`src/rtl/mdm_pkg.sv`:
```
package mdm_pkg;
   // control byte field positions (read back by software, order is behaviour)
   localparam int CB_DTR  = 0;
   localparam int CB_RTS  = 1;
   localparam int CB_AUX1 = 2;
   localparam int CB_AUX2 = 3;
   localparam int CB_LOOP = 4;
   localparam int CB_FLOW = 5;
   localparam int CB_USED = 6;

   // modem input lines, packed in status-byte order (bit7..bit4)
   typedef struct packed {
      logic dcd;
      logic ri;
      logic dsr;
      logic cts;
   } mdm_line_t;

   localparam int LINE_W = $bits(mdm_line_t);
endpackage

```
`src/rtl/mdm_sync.sv`:
```
module mdm_sync #(
   parameter int WIDTH  = 4,
   parameter int STAGES = 2
) (
   input  logic             clk,
   input  logic             rst_n,
   input  logic [WIDTH-1:0] d,
   output logic [WIDTH-1:0] q
);
   if (STAGES > 4) begin : g_bad_stages
      $error("mdm_sync: STAGES above 4 is not supported");
   end

   if (STAGES == 0) begin : g_bypass
      assign q = d;
   end else begin : g_chain
      logic [WIDTH-1:0] stg [STAGES];
      always_ff @(posedge clk or negedge rst_n) begin
         if (!rst_n) begin
            for (int i = 0; i < STAGES; i++) stg[i] <= '0;
         end else begin
            stg[0] <= d;
            for (int i = 1; i < STAGES; i++) stg[i] <= stg[i-1];
         end
      end
      assign q = stg[STAGES-1];
   end
endmodule

```
`src/rtl/mdm_ctrl_reg.sv`:
```
module mdm_ctrl_reg #(
   parameter int DATA_W = 8,
   parameter int ADDR_W = 3,
   parameter int MY_ADDR = 4,
   parameter int USED_BITS = 6
) (
   input  logic              clk,
   input  logic              rst_n,
   input  logic [ADDR_W-1:0] addr,
   input  logic [DATA_W-1:0] wdata,
   input  logic              wr,
   output logic [DATA_W-1:0] ctrl_q
);
   localparam logic [DATA_W-1:0] KEEP = DATA_W'((1 << USED_BITS) - 1);

   if (USED_BITS > DATA_W) begin : g_bad_used
      $error("mdm_ctrl_reg: USED_BITS exceeds DATA_W");
   end

   logic wr_hit;
   assign wr_hit = wr && (addr == ADDR_W'(MY_ADDR));

   always_ff @(posedge clk or negedge rst_n) begin
      if (!rst_n)      ctrl_q <= '0;
      else if (wr_hit) ctrl_q <= wdata & KEEP;
   end

   AST_CTRL_HOLD: assert property (@(posedge clk) disable iff (!rst_n)
      !wr_hit |=> $stable(ctrl_q));
endmodule

```
`src/rtl/mdm_delta.sv`:
```
module mdm_delta
   import mdm_pkg::*;
(
   input  logic      clk,
   input  logic      rst_n,
   input  mdm_line_t lines,
   input  logic      clr,
   output mdm_line_t cur,
   output logic [3:0] delta
);
   logic [3:0] chg;

   // bit0 CTS, bit1 DSR, bit2 RI trailing edge, bit3 DCD
   always_comb begin
      chg[0] = lines.cts ^ cur.cts;
      chg[1] = lines.dsr ^ cur.dsr;
      chg[2] = cur.ri & ~lines.ri;
      chg[3] = lines.dcd ^ cur.dcd;
   end

   always_ff @(posedge clk or negedge rst_n) begin
      if (!rst_n) begin
         cur   <= '0;
         delta <= '0;
      end else begin
         cur   <= lines;
         delta <= clr ? chg : (delta | chg);
      end
   end

   AST_RI_RISE_NO_FLAG: assert property (@(posedge clk) disable iff (!rst_n)
      ($rose(cur.ri) && !$past(delta[2])) |-> !delta[2]);
   AST_FLAGS_STICKY: assert property (@(posedge clk) disable iff (!rst_n)
      !clr |=> ((delta & $past(delta)) == $past(delta)));
   AST_READ_CLEARS: assert property (@(posedge clk) disable iff (!rst_n)
      ($past(clr) && $stable(cur)) |-> (delta == 4'h0));
endmodule

```
`src/rtl/mdm_loop_status.sv`:
```
module mdm_loop_status
   import mdm_pkg::*;
#(
   parameter int ADDR_W      = 3,
   parameter int DATA_W      = 8,
   parameter int CTRL_ADDR   = 4,
   parameter int STAT_ADDR   = 6,
   parameter int SYNC_STAGES = 2
) (
   input  logic              clk,
   input  logic              rst_n,
   input  logic [ADDR_W-1:0] bus_addr,
   input  logic [DATA_W-1:0] bus_wdata,
   input  logic              bus_wr,
   input  logic              bus_rd,
   output logic [DATA_W-1:0] bus_rdata,
   output logic [DATA_W-1:0] stat_byte,
   input  logic              msi_en,
   output logic              irq_modem,
   input  logic              ext_cts,
   input  logic              ext_dsr,
   input  logic              ext_ri,
   input  logic              ext_dcd,
   output logic              out_dtr,
   output logic              out_rts,
   output logic              out_aux1,
   output logic              out_aux2
);
   if (DATA_W != 2 * LINE_W) begin : g_bad_width
      $error("mdm_loop_status: DATA_W must hold lines plus flags");
   end
   if (CTRL_ADDR == STAT_ADDR) begin : g_bad_addr
      $error("mdm_loop_status: control and status addresses collide");
   end

   logic [DATA_W-1:0] ctrl_q;
   logic              loop_on;
   mdm_line_t         ext_raw, ext_sync, loop_src, sel, cur;
   logic [3:0]        delta;
   logic              rd_stat;

   mdm_ctrl_reg #(
      .DATA_W(DATA_W), .ADDR_W(ADDR_W), .MY_ADDR(CTRL_ADDR), .USED_BITS(CB_USED)
   ) u_ctrl (
      .clk(clk), .rst_n(rst_n), .addr(bus_addr), .wdata(bus_wdata),
      .wr(bus_wr), .ctrl_q(ctrl_q)
   );

   assign loop_on = ctrl_q[CB_LOOP];

   assign ext_raw = '{dcd: ext_dcd, ri: ext_ri, dsr: ext_dsr, cts: ext_cts};

   mdm_sync #(.WIDTH(LINE_W), .STAGES(SYNC_STAGES)) u_sync (
      .clk(clk), .rst_n(rst_n), .d(ext_raw), .q(ext_sync)
   );

   // loopback wiring: DTR->DSR, RTS->CTS, AUX1->RI, AUX2->DCD
   assign loop_src = '{dcd: ctrl_q[CB_AUX2], ri: ctrl_q[CB_AUX1],
                       dsr: ctrl_q[CB_DTR],  cts: ctrl_q[CB_RTS]};
   assign sel = loop_on ? loop_src : ext_sync;

   assign rd_stat = bus_rd && (bus_addr == ADDR_W'(STAT_ADDR));

   mdm_delta u_delta (
      .clk(clk), .rst_n(rst_n), .lines(sel), .clr(rd_stat),
      .cur(cur), .delta(delta)
   );

   assign stat_byte = {cur, delta};
   assign irq_modem = msi_en && (delta != 4'h0);

   assign out_dtr  = ctrl_q[CB_DTR]  & ~loop_on;
   assign out_rts  = ctrl_q[CB_RTS]  & ~loop_on;
   assign out_aux1 = ctrl_q[CB_AUX1] & ~loop_on;
   assign out_aux2 = ctrl_q[CB_AUX2] & ~loop_on;

   always_comb begin
      if (bus_addr == ADDR_W'(CTRL_ADDR))      bus_rdata = ctrl_q;
      else if (bus_addr == ADDR_W'(STAT_ADDR)) bus_rdata = stat_byte;
      else                                     bus_rdata = '0;
   end

   AST_LOOP_DSR_FROM_DTR: assert property (@(posedge clk) disable iff (!rst_n)
      $past(ctrl_q[CB_LOOP]) |-> (stat_byte[5] == $past(ctrl_q[CB_DTR])));
   AST_LOOP_RI_FROM_AUX1: assert property (@(posedge clk) disable iff (!rst_n)
      $past(ctrl_q[CB_LOOP]) |-> (stat_byte[6] == $past(ctrl_q[CB_AUX1])));
   AST_IRQ_FALL_CAUSE: assert property (@(posedge clk) disable iff (!rst_n)
      $fell(irq_modem) |-> ($past(rd_stat) || !msi_en));
endmodule

```
`config.mk`:
```
export PLATFORM = sky130hd
export DESIGN_NAME = mdm_loop_status
export DESIGN_NICKNAME = d
export VERILOG_FILES = /design/src/rtl/mdm_pkg.sv /design/src/rtl/mdm_sync.sv /design/src/rtl/mdm_ctrl_reg.sv /design/src/rtl/mdm_delta.sv /design/src/rtl/mdm_loop_status.sv
export SDC_FILE = /design/constraint.sdc
export NUM_CORES = 1
export LEC_CHECK = 0
export ABC_AREA = 1
export BUFFER_PORTS_ARGS = -buffer_cell sky130_fd_sc_hd__buf_2
export CAP_MARGIN = 0
export CORE_MARGIN = 1.5
export CORE_UTILIZATION = 43
export CTS_CLUSTER_DIAMETER = 100
export CTS_CLUSTER_SIZE = 40
export DETAILED_ROUTE_END_ITERATION = 16
export PLACE_DENSITY = 0.73
export REMOVE_ABC_BUFFERS = 1
export SLEW_MARGIN = 20
export SYNTH_ARGS = -nofsm -noshare
export SYNTH_HDL_FRONTEND = slang
export SYNTH_HIERARCHICAL = 1
export SYNTH_SLANG_ARGS = --single-unit
export TNS_END_PERCENT = 50
```
`constraint.sdc`:
```
create_clock -name clk -period 1.15 [get_ports clk]
set_clock_uncertainty 0.15 [all_clocks]
set_input_delay 0.115 -clock clk [delete_from_list [all_inputs] [get_ports clk]]
set_output_delay 0.115 -clock clk [all_outputs]
set_load 0.01 [all_outputs]
```
## Yosys cells after proc, flatten, opt, wreduce, memory -nomap -nowiden

Cells that the tools add are included.

| word-level totals | value |
|---|---|
| register bits | 22 |
| input bits | 20 |
| output and inout port bits | 21 |
| logic and storage cells | 29 |

| cells by class | value |
|---|---|
| equality and inequality tests | 2 |
| multiplexer cells | 4 |
| bitwise gates (word level) | 11 |
| reduce and logical (&&, ||, !) cells | 4 |

Operator list:

| cell | count |
|---|---|
| 8-bit 2-to-1 mux | 2 |
| 4-bit 2-to-1 mux | 2 |
| 3-bit equality test (second input constant) | 2 |
| 1-bit bitwise AND | 5 |
| 4-bit bitwise OR | 1 |
| 4-bit nonzero test | 1 |
| 1-bit logical AND | 3 |
| 1-bit XOR | 3 |
| 1-bit inverter | 2 |

## Logic depth before layout (Yosys ltp)

| logic depth | value |
|---|---|
| depth in word-level cells | 5 |
| gate-level depth with buffers | 6 |
| gate-level depth less buffers | 5 |

## Cells and area by module

Netlist, hierarchy kept.

Modules (own cells, without submodules):

| module | times used | cells an instance | area an instance (um2) | seq. area each (um2) |
|---|---|---|---|---|
| mdm_delta | 1 | 30 | 291.5 | 200.2 |
| mdm_ctrl_reg | 1 | 31 | 274.0 | 150.1 |
| mdm_loop_status | 1 | 51 | 272.8 | 0.0 |
| mdm_sync | 1 | 12 | 230.2 | 200.2 |

## Least setup slack after synthesis

No wires, ideal clock.

| timing path | value |
|---|---|
| path type | reg-to-reg |
| start | register u_ctrl.ctrl_q[4] |
| end | register u_delta.delta[0] |
| library setup time | 0.124 ns |
| arrival time | 0.904 ns |
| required time | 0.876 ns |
| setup slack | -0.028 ns |
| cell stages (with the launch flop) | 6 |
| buffers on the path | 1 |
| clock period less this slack | 1.178 ns |
| cell sequence | dfrtp_1 > buf_4 > a21oi_1 > inv_1 > nand2_1 > nand3_1 |

RTL lines:

| item | RTL line | text |
|---|---|---|
| from (decl) | mdm_ctrl_reg.sv:12 | `output logic [DATA_W-1:0] ctrl_q` |
| from (signal assigned) | mdm_ctrl_reg.sv:25 | `else if (wr_hit) ctrl_q <= wdata & KEEP;` |
| to (signal assigned) | mdm_delta.sv:27 | `delta <= clr ? chg : (delta \| chg);` |
| to (decl) | mdm_delta.sv:9 | `output logic [3:0] delta` |

## Worst setup path in the final report

| timing path | value |
|---|---|
| start | register u_ctrl.ctrl_q[4] |
| end | output out_aux1 |

| on the way | value |
|---|---|
| longest elaborated chain between the ends | 2 |

RTL lines:

| item | RTL line | text |
|---|---|---|
| 1-bit inverter | mdm_loop_status.sv:74 | `assign out_aux1 = ctrl_q[CB_AUX1] & ~loop_on;` |
| 1-bit bitwise AND | mdm_loop_status.sv:74 |  |
| to (decl) | mdm_loop_status.sv:26 | `output logic out_aux1,` |

Every way passes these cells.

==> impl_metrics.xml <==
<?xml version="1.0" encoding="UTF-8"?>
<metrics>
  <group name="detailed_routing">
    <metric name="route.final.wire_length" unit="um">3070</metric>
    <metric name="drt-pass1-iter-count" unit="">4</metric>
    <metric name="post-route-drc-count" unit="">0</metric>
    <metric name="routed-via-count" unit="">1059</metric>
    <metric name="drt_iter0_drc" unit="">19</metric>
    <metric name="routed_wire_length_per_instance" unit="um">14.3</metric>
    <metric name="drt.antenna.violating_nets" unit="">0</metric>
    <metric name="avgViaCountPerCell" unit="">4.93</metric>
  </group>
  <group name="clock_network">
    <metric name="max-clock-path-buffers" unit="">2</metric>
    <metric name="h-tree-depth" unit="">1</metric>
    <metric name="cts_sinks" unit="">22</metric>
    <metric name="cts_made_buffers" unit="">3</metric>
    <metric name="cts_tree" unit="">done</metric>
    <metric name="clk_latency" unit="ns">0.32</metric>
    <metric name="root_buffer_cell" unit="">sky130_fd_sc_hd__clkbuf_4</metric>
    <metric name="clock_transition_at_the_registers_of_the_reported_paths" unit="ns">0.12</metric>
  </group>
  <group name="layout">
    <metric name="filler_cell_count" unit="">162</metric>
    <metric name="synthToLayoutAreaGrowth" unit="%">56.8</metric>
    <metric name="finish.net_count" unit="">208</metric>
    <metric name="drive_gt1_share" unit="%">45.5</metric>
    <metric name="num_antenna_cells" unit="">0</metric>
  </group>
  <group name="timing">
    <metric name="achievable-frequency" unit="MHz">693</metric>
    <metric name="min_period" unit="ns">1.44</metric>
    <metric name="grt_setup_unrepaired" unit="">yes</metric>
    <metric name="period_share" unit="%">126</metric>
    <metric name="hold_slack" unit="ns">0.0278</metric>
    <metric name="setup_violations" unit="">25</metric>
    <metric name="hold_viol" unit="">0</metric>
    <metric name="final.setup.worst_slack" unit="ns">-0.293</metric>
    <metric name="final_max_slew_viol_count" unit="">0</metric>
  </group>
  <group name="critical_path">
    <metric name="startpoint" unit="">u_ctrl/ctrl_q[4]</metric>
    <metric name="path_max_fanout" unit="">6</metric>
    <metric name="timing.critical_path.from_type" unit="">register</metric>
    <metric name="cell_count_of_the_worst_reg_to_reg_path" unit="">6</metric>
    <metric name="rr_startpoint" unit="">u_ctrl/ctrl_q[4]</metric>
    <metric name="cp_top_family" unit="">flip-flops</metric>
    <metric name="timing.critical_path.cells" unit="">buf_4 &gt; nor2_2 &gt; buf_2</metric>
    <metric name="setup.worst_path.end_class" unit="">output pin</metric>
    <metric name="critPathKind" unit="">register to output pin</metric>
    <metric name="crit_arrival" unit="ns">1.18</metric>
    <metric name="critical_path_cell_count" unit="">3</metric>
    <metric name="worstPathRequired" unit="ns">0.88</metric>
    <metric name="crit_path_max_incr_delay" unit="ns">0.48</metric>
    <metric name="worst-path-buf-inv" unit="">2</metric>
    <metric name="critical_path_slowest_stage_cell" unit="">sky130_fd_sc_hd__dfrtp_2</metric>
  </group>
  <group name="hold_path">
    <metric name="timing.hold.worst_path_depth" unit="">5</metric>
    <metric name="holdCritStartpoint" unit="">bus_wr</metric>
    <metric name="timing.hold.worst.class" unit="">input port to register</metric>
  </group>
  <group name="die">
    <metric name="fp-row-count" unit="">17</metric>
    <metric name="design.die.area" unit="um^2">2790</metric>
    <metric name="fp.dieH" unit="um">52.9</metric>
    <metric name="die_x" unit="um">52.9</metric>
    <metric name="floorplan.core_area" unit="um^2">2280</metric>
    <metric name="ios" unit="">41</metric>
    <metric name="start_util" unit="%">46.9</metric>
  </group>
  <group name="global_routing">
    <metric name="grt.overflow.total" unit="">0</metric>
    <metric name="first_global_vias" unit="">1060</metric>
    <metric name="grtUsageTotal" unit="%">23.5</metric>
    <metric name="grt_pass1_wl" unit="um">4650</metric>
    <metric name="number_of_antenna_violations_at_the_first_check_in_global_routing" unit="">0</metric>
    <metric name="largest_net_degree_at_the_start_of_global_routing" unit="">23</metric>
  </group>
  <group name="placement">
    <metric name="place.gp.congestion" unit="">0.792</metric>
    <metric name="pre_cts_ws" unit="ns">-0.162</metric>
    <metric name="io_buffer_count" unit="">38</metric>
    <metric name="place_hpwl" unit="um">1710</metric>
  </group>
  <group name="logic_synthesis">
    <metric name="number_of_distinct_standard_cells_referenced_by_the_synthesized_netlist" unit="">17</metric>
    <metric name="yosysSeqAreaShare" unit="%">51.5</metric>
    <metric name="yosys.area.top_type_share" unit="%">51.5</metric>
    <metric name="syn-instance-count" unit="">124</metric>
    <metric name="ys.warnings.count" unit="">6</metric>
    <metric name="post-synth-top-area-cell" unit="">sky130_fd_sc_hd__dfrtp_1</metric>
    <metric name="netlist_top_cells_area" unit="">sky130_fd_sc_hd__dfrtp_1 52%, sky130_fd_sc_hd__nand2_1 11%, sky130_fd_sc_hd__nand3_1 8.0%</metric>
    <metric name="syn-mean-instance-area" unit="um^2">8.62</metric>
    <metric name="netlist_area" unit="um^2">1070</metric>
    <metric name="synth-seq-cells" unit="">22</metric>
  </group>
  <group name="status">
    <metric name="status" unit="">complete, but fails checks</metric>
    <metric name="failed_checks" unit="">setup timing</metric>
  </group>
  <group name="pwr">
    <metric name="pwr_density_cell" unit="nW/um^2">1370</metric>
    <metric name="power.ir.vdd_worst" unit="uV">1240</metric>
    <metric name="p_leak" unit="nW">0.883</metric>
  </group>
  <group name="flow_run">
    <metric name="max_cap_violations" unit="">0</metric>
  </group>
</metrics>
cell usage after synthesis:
library cell / count
sky130_fd_sc_hd__buf_4: 8
sky130_fd_sc_hd__dfrtp_1: 22
sky130_fd_sc_hd__inv_2: 3
sky130_fd_sc_hd__o21ai_2: 1
sky130_fd_sc_hd__inv_1: 11
sky130_fd_sc_hd__nand3_1: 17
sky130_fd_sc_hd__a21oi_1: 4
sky130_fd_sc_hd__nand2_4: 1
sky130_fd_sc_hd__a21boi_0: 1
sky130_fd_sc_hd__nor2_8: 1
sky130_fd_sc_hd__nor2_4: 1
sky130_fd_sc_hd__nor2_1: 10
sky130_fd_sc_hd__nor3b_1: 1
sky130_fd_sc_hd__conb_1: 1
sky130_fd_sc_hd__nand4_1: 8
sky130_fd_sc_hd__buf_6: 2
sky130_fd_sc_hd__nand2_1: 32
flip-flops by register name, indices dropped and copies added, names as in the netlist:
| signal | cells |
|---|---|
| u_ctrl/ctrl_q | 6 |
| u_delta/cur | 4 |
| u_delta/delta | 4 |
| u_sync/g_chain.stg | 4 |
| u_sync/q | 4 |
report_power, final:
group | internal [mW] | switching (mW)
registers | 0.877 | 0.0916
clock network | 0.194 | 0.240
logic | 0.455 | 0.445
total | 1.53 | 0.776
timing repair:
action / 4_1_cts / 5_1_grt
hold endpoints to repair: 32 / 0
buffers inserted: 9 / 3
gates cloned: 0 / 0
gates resized for setup: 27 / 15
hold buffers: 11 / 0
endpoints found under the setup margin: 24 / 28
pin swaps: 19 / 7
layout make-up:
class                           instances  area [um^2]  area share, %
Inverter                               14         52.6           3.14
Tap cell                               28         35.0           2.09
Timing Repair Buffer                   68          512           30.5
Clock buffer                            4         36.3           2.17
Sequential cell                        22          552           32.9
Multi-Input combinational cell         79          488           29.1
worst min-delay path, stage by stage:
cell                      delay (ns)
sky130_fd_sc_hd__buf_2          0.10
sky130_fd_sc_hd__nand2_1        0.06
sky130_fd_sc_hd__inv_2          0.08
sky130_fd_sc_hd__nand3_1        0.07
sky130_fd_sc_hd__nand2_1        0.05
routing by layer:
metal	share of wire (%)	up-vias	GRT usage [%]
met5	0	-	0
met4	2.0	0	12.8
met3	4.4	6	4.24
met2	53	39	38.1
met1	40	499	29.6
li1	-	515	-
stage by stage:
stage / cells / power (mW) / cell area (um^2) / TNS (ns) / utilization (%)
final: 215 / 2.30 / 1680 / -3.61 / 73.6
after global routing: 215 / 2.42 / 1680 / -4.94 / 73.6
after CTS: 212 / 2.16 / 1590 / -3.35 / 69.9
after detailed placement: 188 / 1.47 / 1270 / -0.586 / 55.7
after global placement: 188 / 1.46 / 1270 / -0.434 / 55.7
after floorplan: 115 / 1.21 / 990 / -0.0951 / -
path summary, 6_finish.rpt:
kind                                    endpoint  slack [ns]
worst max-delay path                    out_aux1       -0.29
worst min-delay path            u_ctrl/ctrl_q[2]        0.03
worst max register to register  u_delta/delta[1]       -0.22
worst min register to register       u_sync/q[0]        0.21
max in group asynchronous       u_ctrl/ctrl_q[4]        0.39
min in group asynchronous       u_ctrl/ctrl_q[0]        0.12
cells in the final DEF (no fill, tap or decap), types with 2 or more instances in the layout:
master and n:
sky130_fd_sc_hd__nand2_2 2, sky130_fd_sc_hd__nand2_1 30, sky130_fd_sc_hd__nor2_1 3, sky130_fd_sc_hd__conb_1 2
sky130_fd_sc_hd__nand4_1 8, sky130_fd_sc_hd__buf_2 33, sky130_fd_sc_hd__dlygate4sd3_1 11, sky130_fd_sc_hd__nand3_2 3
sky130_fd_sc_hd__nand3_1 14, sky130_fd_sc_hd__nor2_4 7, sky130_fd_sc_hd__inv_2 4, sky130_fd_sc_hd__clkbuf_4 3
sky130_fd_sc_hd__buf_4 9, sky130_fd_sc_hd__buf_6 15, sky130_fd_sc_hd__inv_1 10, sky130_fd_sc_hd__a21oi_4 3
sky130_fd_sc_hd__dfrtp_1 21
kinds of logic (layout without fill, tap and decap cells):
| logic type | Yosys count | after routing | synth area share [%] |
|---|---|---|---|
| AOI/OAI and AO/OA | 6 | 6 | 3.40 |
| other | 1 | 2 | 0.351 |
| and+or+nand+nor | 71 | 71 | 32.1 |
| buffers and inverters | 24 | 86 | 12.6 |
| DFF | 22 | 22 | 51.5 |
(Power assumes the default switching activity.)
